--- src/rtl/nstep_pkg.sv ---
package nstep_pkg;

    // Operand / product classification flags
    typedef struct packed {
        logic is_zero;
        logic is_inf;
        logic is_nan;
    } nstep_cls_t;

    // Step kind selected by the mode pin
    typedef enum logic {
        NSTEP_RECIP = 1'b0,
        NSTEP_RSQRT = 1'b1
    } nstep_mode_e;

endpackage

--- src/rtl/nstep_classify.sv ---
module nstep_classify
    import nstep_pkg::*;
#(
    parameter int EXP_W = 8,
    parameter int MAN_W = 23,
    localparam int W = 1 + EXP_W + MAN_W
) (
    input  logic [W-1:0] op_i,
    output nstep_cls_t   cls_o
);

    logic exp_ones;
    logic exp_zero;
    logic man_zero;

    always_comb begin
        exp_ones      = &op_i[W-2:MAN_W];
        exp_zero      = ~|op_i[W-2:MAN_W];
        man_zero      = ~|op_i[MAN_W-1:0];
        // exponent field 0 covers true zero and flushed subnormals
        cls_o.is_zero = exp_zero;
        cls_o.is_inf  = exp_ones & man_zero;
        cls_o.is_nan  = exp_ones & ~man_zero;
    end

endmodule

--- src/rtl/nstep_mul.sv ---
module nstep_mul
    import nstep_pkg::*;
#(
    parameter int EXP_W = 8,
    parameter int MAN_W = 23,
    localparam int W = 1 + EXP_W + MAN_W
) (
    input  logic [W-1:0] a_i,
    input  logic [W-1:0] b_i,
    input  nstep_cls_t   a_cls_i,
    input  nstep_cls_t   b_cls_i,
    output logic [W-1:0] prod_o,
    output nstep_cls_t   prod_cls_o
);

    localparam int SIG_W  = MAN_W + 1;
    localparam int PROD_W = 2 * SIG_W;
    localparam int EV_W   = EXP_W + 2;
    localparam int BIAS   = (1 << (EXP_W - 1)) - 1;
    localparam int EMAX   = (1 << EXP_W) - 1;
    localparam logic signed [EV_W-1:0] BIAS_E = EV_W'(BIAS);
    localparam logic signed [EV_W-1:0] EMAX_E = EV_W'(EMAX);
    localparam logic signed [EV_W-1:0] ONE_E  = EV_W'(1);
    localparam logic signed [EV_W-1:0] ZERO_E = '0;
    localparam logic [W-1:0] QNAN = {1'b0, {EXP_W{1'b1}}, 1'b1, {(MAN_W-1){1'b0}}};

    logic                   sgn;
    logic [PROD_W-1:0]      full;
    logic signed [EV_W-1:0] e_sum;
    logic signed [EV_W-1:0] e_norm;
    logic signed [EV_W-1:0] e_fin;
    logic [MAN_W-1:0]       man_t;
    logic                   guard;
    logic                   sticky;
    logic                   rnd;
    logic [MAN_W:0]         man_r;
    logic                   ovf;
    logic                   unf;
    logic                   inf_zero;

    always_comb begin
        sgn   = a_i[W-1] ^ b_i[W-1];
        full  = PROD_W'({1'b1, a_i[MAN_W-1:0]}) * PROD_W'({1'b1, b_i[MAN_W-1:0]});
        e_sum = $signed({2'b00, a_i[W-2:MAN_W]}) + $signed({2'b00, b_i[W-2:MAN_W]}) - BIAS_E;

        // normalise the [1,4) significand product to [1,2)
        if (full[PROD_W-1]) begin
            man_t  = full[PROD_W-2 -: MAN_W];
            guard  = full[PROD_W-2-MAN_W];
            sticky = |full[PROD_W-3-MAN_W:0];
            e_norm = e_sum + ONE_E;
        end else begin
            man_t  = full[PROD_W-3 -: MAN_W];
            guard  = full[PROD_W-3-MAN_W];
            sticky = |full[PROD_W-4-MAN_W:0];
            e_norm = e_sum;
        end

        // round to nearest, ties to even
        rnd   = guard & (sticky | man_t[0]);
        man_r = {1'b0, man_t} + (MAN_W+1)'(rnd);
        e_fin = man_r[MAN_W] ? e_norm + ONE_E : e_norm;
        ovf   = e_fin >= EMAX_E;
        unf   = e_fin <= ZERO_E;

        inf_zero = (a_cls_i.is_inf & b_cls_i.is_zero) | (a_cls_i.is_zero & b_cls_i.is_inf);

        prod_cls_o = '0;
        if (a_cls_i.is_nan | b_cls_i.is_nan) begin
            prod_o            = QNAN;
            prod_cls_o.is_nan = 1'b1;
        end else if (inf_zero) begin
            // forced zero product instead of the invalid case
            prod_o             = '0;
            prod_cls_o.is_zero = 1'b1;
        end else if (a_cls_i.is_inf | b_cls_i.is_inf | ovf) begin
            prod_o            = {sgn, {EXP_W{1'b1}}, {MAN_W{1'b0}}};
            prod_cls_o.is_inf = 1'b1;
        end else if (a_cls_i.is_zero | b_cls_i.is_zero | unf) begin
            prod_o             = {sgn, {(W-1){1'b0}}};
            prod_cls_o.is_zero = 1'b1;
        end else begin
            prod_o = {sgn, e_fin[EXP_W-1:0], man_r[MAN_W-1:0]};
        end
    end

endmodule

--- src/rtl/nstep_addc.sv ---
module nstep_addc
    import nstep_pkg::*;
#(
    parameter int EXP_W = 8,
    parameter int MAN_W = 23,
    localparam int W = 1 + EXP_W + MAN_W
) (
    input  logic [W-1:0] p_i,
    input  nstep_cls_t   p_cls_i,
    input  logic         rsqrt_i,
    output logic [W-1:0] res_o
);

    localparam int GW    = MAN_W + 4;          // hidden + fraction + guard/round/sticky
    localparam int LZ_W  = $clog2(GW) + 1;
    localparam int EV_W  = EXP_W + 2;
    localparam int BIAS  = (1 << (EXP_W - 1)) - 1;
    localparam int EMAX  = (1 << EXP_W) - 1;
    localparam logic [EXP_W-1:0] CONST_EXP = EXP_W'(BIAS + 1);
    localparam logic signed [EV_W-1:0] EMAX_E = EV_W'(EMAX);
    localparam logic signed [EV_W-1:0] ONE_E  = EV_W'(1);
    localparam logic signed [EV_W-1:0] ZERO_E = '0;
    localparam logic [W-1:0] QNAN      = {1'b0, {EXP_W{1'b1}}, 1'b1, {(MAN_W-1){1'b0}}};
    localparam logic [W-1:0] TWO_BITS  = {1'b0, CONST_EXP, {MAN_W{1'b0}}};
    localparam logic [W-1:0] HALF3_BITS = {1'b0, EXP_W'(BIAS), 1'b1, {(MAN_W-1){1'b0}}};

    logic [MAN_W-1:0]       c_man;
    logic                   y_sgn;
    logic                   y_big;
    logic                   big_sgn;
    logic                   sml_sgn;
    logic [EXP_W-1:0]       big_e;
    logic [EXP_W-1:0]       sml_e;
    logic [MAN_W-1:0]       big_man;
    logic [MAN_W-1:0]       sml_man;
    logic [EXP_W-1:0]       diff;
    logic [GW-1:0]          big_m;
    logic [GW-1:0]          sml_full;
    logic [GW-1:0]          sml_al;
    logic                   sticky;
    logic                   eff_sub;
    logic [GW:0]            sum;
    logic [LZ_W-1:0]        lz;
    logic                   seen;
    logic [GW-1:0]          norm;
    logic signed [EV_W-1:0] e_big;
    logic signed [EV_W-1:0] e_n;
    logic signed [EV_W-1:0] e_r;
    logic signed [EV_W-1:0] e_h;
    logic                   rnd;
    logic [MAN_W:0]         man_r;
    logic                   canc;

    always_comb begin
        // constant operand: 2.0 or 3.0, always positive; product enters negated
        c_man = rsqrt_i ? {1'b1, {(MAN_W-1){1'b0}}} : '0;
        y_sgn = ~p_i[W-1];
        y_big = {p_i[W-2:MAN_W], p_i[MAN_W-1:0]} > {CONST_EXP, c_man};

        if (y_big) begin
            big_sgn = y_sgn;   big_e = p_i[W-2:MAN_W]; big_man = p_i[MAN_W-1:0];
            sml_sgn = 1'b0;    sml_e = CONST_EXP;      sml_man = c_man;
        end else begin
            big_sgn = 1'b0;    big_e = CONST_EXP;      big_man = c_man;
            sml_sgn = y_sgn;   sml_e = p_i[W-2:MAN_W]; sml_man = p_i[MAN_W-1:0];
        end

        // align the smaller operand, folding shifted-out bits into sticky
        diff     = big_e - sml_e;
        big_m    = {1'b1, big_man, 3'b000};
        sml_full = {1'b1, sml_man, 3'b000};
        sticky   = |(sml_full & ~({GW{1'b1}} << diff));
        sml_al   = (sml_full >> diff) | GW'(sticky);

        eff_sub = big_sgn ^ sml_sgn;
        sum     = eff_sub ? ({1'b0, big_m} - {1'b0, sml_al}) : ({1'b0, big_m} + {1'b0, sml_al});
        canc    = eff_sub && (sum == '0);

        lz   = '0;
        seen = 1'b0;
        for (int i = GW - 1; i >= 0; i--) begin
            if (!seen) begin
                if (sum[i]) seen = 1'b1;
                else        lz   = lz + LZ_W'(1);
            end
        end

        e_big = $signed({2'b00, big_e});
        if (!eff_sub && sum[GW]) begin
            norm = {sum[GW:2], sum[1] | sum[0]};
            e_n  = e_big + ONE_E;
        end else if (eff_sub) begin
            norm = sum[GW-1:0] << lz;
            e_n  = e_big - $signed({{(EV_W-LZ_W){1'b0}}, lz});
        end else begin
            norm = sum[GW-1:0];
            e_n  = e_big;
        end

        // round to nearest, ties to even
        rnd   = norm[2] & (norm[1] | norm[0] | norm[3]);
        man_r = {1'b0, norm[GW-2:3]} + (MAN_W+1)'(rnd);
        e_r   = man_r[MAN_W] ? e_n + ONE_E : e_n;
        // halving in square-root mode is an exponent decrement
        e_h   = rsqrt_i ? e_r - ONE_E : e_r;

        if (p_cls_i.is_nan) begin
            res_o = QNAN;
        end else if (p_cls_i.is_inf) begin
            res_o = {y_sgn, {EXP_W{1'b1}}, {MAN_W{1'b0}}};
        end else if (p_cls_i.is_zero) begin
            res_o = rsqrt_i ? HALF3_BITS : TWO_BITS;
        end else if (canc) begin
            res_o = '0;
        end else if (e_r >= EMAX_E) begin
            res_o = {big_sgn, {EXP_W{1'b1}}, {MAN_W{1'b0}}};
        end else if (e_h <= ZERO_E) begin
            res_o = {big_sgn, {(W-1){1'b0}}};
        end else begin
            res_o = {big_sgn, e_h[EXP_W-1:0], man_r[MAN_W-1:0]};
        end
    end

endmodule

--- src/rtl/nstep_unit.sv ---
module nstep_unit
    import nstep_pkg::*;
#(
    parameter int EXP_W = 8,
    parameter int MAN_W = 23,
    localparam int W = 1 + EXP_W + MAN_W
) (
    input  logic         clk,
    input  logic         rst_n,
    input  logic         in_valid,
    input  logic         mode,
    input  logic [W-1:0] op_a,
    input  logic [W-1:0] op_b,
    output logic         out_valid,
    output logic [W-1:0] result
);

    localparam int BIAS = (1 << (EXP_W - 1)) - 1;
    localparam logic [W-1:0] QNAN_C  = {1'b0, {EXP_W{1'b1}}, 1'b1, {(MAN_W-1){1'b0}}};
    localparam logic [W-1:0] TWO_C   = {1'b0, EXP_W'(BIAS + 1), {MAN_W{1'b0}}};
    localparam logic [W-1:0] HALF3_C = {1'b0, EXP_W'(BIAS), 1'b1, {(MAN_W-1){1'b0}}};

    typedef struct packed {
        logic         vld;
        logic [W-1:0] res;
    } nstep_state_t;

    logic [W-1:0] ops [2];
    nstep_cls_t   cls_v [2];
    logic [W-1:0] prod;
    nstep_cls_t   prod_cls;
    logic         rsqrt;
    logic [W-1:0] step_res;
    nstep_state_t st_d;
    nstep_state_t st_q;

    assign ops[0] = op_a;
    assign ops[1] = op_b;
    assign rsqrt  = (nstep_mode_e'(mode) == NSTEP_RSQRT);

    for (genvar g = 0; g < 2; g++) begin : g_cls
        nstep_classify #(.EXP_W(EXP_W), .MAN_W(MAN_W)) u_cls (
            .op_i  (ops[g]),
            .cls_o (cls_v[g])
        );
    end

    nstep_mul #(.EXP_W(EXP_W), .MAN_W(MAN_W)) u_mul (
        .a_i        (op_a),
        .b_i        (op_b),
        .a_cls_i    (cls_v[0]),
        .b_cls_i    (cls_v[1]),
        .prod_o     (prod),
        .prod_cls_o (prod_cls)
    );

    nstep_addc #(.EXP_W(EXP_W), .MAN_W(MAN_W)) u_addc (
        .p_i     (prod),
        .p_cls_i (prod_cls),
        .rsqrt_i (rsqrt),
        .res_o   (step_res)
    );

    always_comb begin
        st_d     = st_q;
        st_d.vld = in_valid;
        if (in_valid) begin
            st_d.res = step_res;
        end
    end

    always_ff @(posedge clk) begin
        if (!rst_n) st_q <= '0;
        else        st_q <= st_d;
    end

    assign out_valid = st_q.vld;
    assign result    = st_q.res;

    AST_VLD_FOLLOWS: assert property (@(posedge clk) disable iff (!rst_n)
        in_valid |=> out_valid);
    AST_VLD_IDLE: assert property (@(posedge clk) disable iff (!rst_n)
        !in_valid |=> !out_valid);
    AST_RES_HOLD: assert property (@(posedge clk) disable iff (!rst_n)
        !in_valid |=> $stable(result));
    AST_INFZERO_RCP: assert property (@(posedge clk) disable iff (!rst_n)
        (in_valid && !rsqrt && !cls_v[0].is_nan && !cls_v[1].is_nan &&
         ((cls_v[0].is_inf && cls_v[1].is_zero) || (cls_v[0].is_zero && cls_v[1].is_inf)))
        |=> result == TWO_C);
    AST_INFZERO_RSQ: assert property (@(posedge clk) disable iff (!rst_n)
        (in_valid && rsqrt && !cls_v[0].is_nan && !cls_v[1].is_nan &&
         ((cls_v[0].is_inf && cls_v[1].is_zero) || (cls_v[0].is_zero && cls_v[1].is_inf)))
        |=> result == HALF3_C);
    AST_NAN_OUT: assert property (@(posedge clk) disable iff (!rst_n)
        (in_valid && (cls_v[0].is_nan || cls_v[1].is_nan)) |=> result == QNAN_C);
    AST_NO_SUBNORM: assert property (@(posedge clk) disable iff (!rst_n)
        out_valid |-> (result[W-2:MAN_W] != '0 || result[MAN_W-1:0] == '0));

endmodule

--- config.mk ---
export PLATFORM = sky130hd
export DESIGN_NAME = nstep_unit
export DESIGN_NICKNAME = d
export VERILOG_FILES = /design/src/rtl/nstep_pkg.sv /design/src/rtl/nstep_classify.sv /design/src/rtl/nstep_mul.sv /design/src/rtl/nstep_addc.sv /design/src/rtl/nstep_unit.sv
export SDC_FILE = /design/constraint.sdc
export NUM_CORES = 2
export LEC_CHECK = 0
export BUFFER_PORTS_ARGS = -buffer_cell sky130_fd_sc_hd__buf_2
export CAP_MARGIN = 30
export CORE_MARGIN = 2
export CORE_UTILIZATION = 50
export CTS_CLUSTER_DIAMETER = 150
export DETAILED_ROUTE_END_ITERATION = 16
export PLACE_DENSITY = 0.66
export SYNTH_ARGS = -nofsm -noshare
export SYNTH_HDL_FRONTEND = slang
export SYNTH_SLANG_ARGS = --single-unit
--- constraint.sdc ---
create_clock -name clk -period 59.2 [get_ports clk]
set_input_delay 17.76 -clock clk [delete_from_list [all_inputs] [get_ports clk]]
set_output_delay 17.76 -clock clk [all_outputs]
set_load 0.03 [all_outputs]
==> metrics.log <==
INFO  metric status = finished, final reports clean
INFO  metric min-delay-path-class = flop to flop
INFO  metric die_h = 285 microns
INFO  metric placeableCoreArea = 77,700 sq um
INFO  metric synth_adder_area_share = 0.332
INFO  metric synth.top_cells.by_area = sky130_fd_sc_hd__fa_1 (25%), sky130_fd_sc_hd__ha_1 (8.5%), sky130_fd_sc_hd__inv_1 (6.7%)
INFO  metric holdWs = 0.466 ns
INFO  metric critPathBufInv = 19
INFO  metric ys_dominant_reg_cell = sky130_fd_sc_hd__dfxtp_1
INFO  metric combinational_family_with_the_most_area_after_synthesis = adder cells
INFO  metric tns = 0 ns
INFO  metric first_pass_iters = 7
INFO  metric min_period_over_period = 0.957
INFO  metric met3_usage = 0.0489
INFO  metric worst_setup_ep_type = flop
INFO  metric actual_transition_at_the_worst_max_transition_pin = 1.06 ns
INFO  metric drc = 0
INFO  metric placement.setup.worst_slack = 1.95 ns
INFO  metric gr-usage-all-layers = 0.334
INFO  metric floorplan.die_area = 81,100 sq um
INFO  metric post_route_cells_drive_above_1_share = 0.0737
INFO  metric layout-area-overhead-vs-synth = 3.06%
INFO  metric post-dp-hpwl = 109,000 microns
INFO  metric reg2reg_to = result[24]
INFO  metric path_delay_family = compound AO/OA/AOI/OAI gates
INFO  metric cp-endpoint = result[5]
INFO  metric gr-usage-met1 = 0.462
INFO  metric layout_commonest_cell = sky130_fd_sc_hd__inv_1
INFO  metric distinct_cells_synth = 147
INFO  metric timing.critical_path.from_type = input pin
INFO  metric number_of_enable_type_register_cells_in_the_synthesized_netlist = 0
INFO  metric worst_r2r_startpoint = result[24]
INFO  metric route.antenna.remaining_nets = 0
INFO  metric yosys_warnings = 0
INFO  metric final_net_count = 6,033
INFO  metric post_drt_wl_per_cell = 21.9 microns
INFO  metric crit_path_top_delay_cell = sky130_fd_sc_hd__or4_1
INFO  metric floorplan.io_pins = 101
INFO  metric rows = 102
INFO  metric ctsHoldBuffers = 0
INFO  metric timing_worst_setup_path_type = input pin to flop
INFO  metric dpl_cell_area = 40,400 sq um
INFO  metric place.gp.congestion = 1.03
INFO  metric grt_start_max_net_pins = 49
INFO  metric ys_seq_area_frac = 0.0168
INFO  metric timing.final.max_slew_violations = 0
INFO  metric number_of_port_buffers = 100
INFO  metric arrival = 56.82 ns
INFO  metric number_of_global_route_vias_before_repair = 38,300
INFO  metric critical_path_cell_count = 170
INFO  metric tritoncts = built
INFO  metric cells_after_synthesis = 5,335
INFO  metric global_route.peak_usage_layer = met2
INFO  metric syn-num-nets = 6,156
INFO  metric synth_compound_area_frac = 0.204
INFO  metric cts_buffers = 5
INFO  metric grt_pass1_wl = 218,000 microns
INFO  metric hold_viol = 0
INFO  metric reg2reg_slack = 58.46 ns
INFO  metric clock_tree.htree_level_count = 2
INFO  metric die_extent_in_x = 285 microns
INFO  metric critPathLaunch = op_b[8]
INFO  metric grt_antenna_before_repair = 0
INFO  metric clock_insertion_delay_worst_skew = 0.29 ns
INFO  metric cts.sinks = 33
INFO  metric synth.cell_area = 39,400 sq um
INFO  metric synth_seq_cells = 33
INFO  metric initial_utilization = 0.507
INFO  metric synth_xor_area_frac = 0.0558
INFO  metric maxCapViolCount = 0
INFO  metric fin_crit = 56.63 ns
INFO  metric clock-root-buffer = sky130_fd_sc_hd__clkbuf_16
INFO  metric grt_setup_unrepaired = false
INFO  metric max_stage_delay = 0.77 ns
INFO  metric yosys.area.top_type = sky130_fd_sc_hd__fa_1
INFO  metric post-route-worst-setup-slack = 2.57 ns
INFO  metric synthDominantCellAreaShare = 0.246
INFO  metric timing.clock.skew = 0 ns
INFO  metric achievable_freq = 17.7 MHz
INFO  metric route.final.wire_length = 137,000 microns
INFO  metric timing.slew.headroom = 0.290
INFO  metric clockBufferDepth = 2
INFO  metric clkTransAtPathRegs = 0.05 ns
INFO  metric route.vias.total = 39,200
INFO  metric critical_path.most_common_cell = sky130_fd_sc_hd__ha_1
INFO  metric post_synthesis_mux_area_share = 0.0290
INFO  metric drt-vias-per-instance = 6.27
INFO  metric setup_violations = 0
INFO  metric syn_area_per_cell = 7.39 sq um
INFO  metric synth-async-reset-ratio = 0
INFO  metric final_area = 40,600 sq um
INFO  metric layout.cells.most_common_list = sky130_fd_sc_hd__inv_1 (699), sky130_fd_sc_hd__nand2_1 (640), sky130_fd_sc_hd__fa_1 (485)
INFO  metric synth_simple_gate_area_share = 0.262
INFO  metric gr-total-overflow = 0
INFO  metric antenna_cells_inserted = 0
INFO  metric worst-endpoint-required = 59.39 ns
INFO  metric drt_iter0_markers = 4,172
INFO  metric reg2regPathDepth = 2
INFO  metric globalRouteMet2Util = 0.534
INFO  metric worst-path-max-fanout = 32
cell type report:
type	instances	area [sq um]
flip-flops and latches	33	661
fillers	7704	37100
clock buffers	5	125
well taps	1040	1300
clock inverters	3	17.5
repair buffers	166	1000
inverters	704	2650
multi-input cells	4302	34900
worst min-delay path, delay by kind of cell (launching register included):
kind	cells	cell delay (ns)
AOI/OAI and AO/OA	1	0.05
DFF	1	0.33
and+or+nand+nor	1	0.05
state kept, by name, summed over array words and instances, names as in the netlist:
signal,count
result,32
out_valid,1
kinds of logic after synthesis:
group | Yosys count
fa+ha+maj | 754
flops | 33
buf+inv | 1001
mux | 108
compound gates | 1151
xor+xnor | 223
simple gates | 2065
how the worst min path moves through the flow:
stage | start | endpoint | slack, ns | depth (start not counted)
global route | result[15] | result[15] | 0.49 | 1
global placement | result[5] | result[5] | 0.45 | 2
floorplan | result[5] | result[5] | 0.58 | 2
detailed placement | result[5] | result[5] | 0.45 | 2
finish | result[5] | result[5] | 0.47 | 2
CTS | result[5] | result[5] | 0.47 | 2
per-layer routing:
metal | wire, microns | vias to the layer above
met5 | 0 | -
met4 | 5690 | 0
met3 | 11700 | 321
met2 | 61300 | 1985
met1 | 58300 | 19000
li1 | - | 17900
synthesized netlist by cell type, types with 60 or more instances:
library cell	number
sky130_fd_sc_hd__a211oi_1	60
sky130_fd_sc_hd__inv_1	699
sky130_fd_sc_hd__fa_1	485
sky130_fd_sc_hd__ha_1	268
sky130_fd_sc_hd__nand3_1	122
sky130_fd_sc_hd__nor3_1	115
sky130_fd_sc_hd__o21ai_0	173
sky130_fd_sc_hd__a21oi_1	291
sky130_fd_sc_hd__and2_1	291
sky130_fd_sc_hd__xnor2_1	139
sky130_fd_sc_hd__xor2_1	64
sky130_fd_sc_hd__clkbuf_1	192
sky130_fd_sc_hd__nor2_1	436
sky130_fd_sc_hd__mux2i_1	72
sky130_fd_sc_hd__nand2_1	642
sky130_fd_sc_hd__nand4_1	85
sky130_fd_sc_hd__buf_2	62
what timing repair did:
action	4_1_cts	5_1_grt
gates resized for setup	0	8
setup endpoints to repair	0	31
buffers inserted	0	4
through the flow:
stage               utilization  instances
finish                    0.523       6253
global route              0.523       6253
CTS                       0.521       6247
detailed placement        0.520       6239
global placement          0.519       6234
floorplan                     -       5335
Power is left out: the tool's default activity adds up to more than one toggle a clock period on the data nets, which glitch-free logic cannot reach.
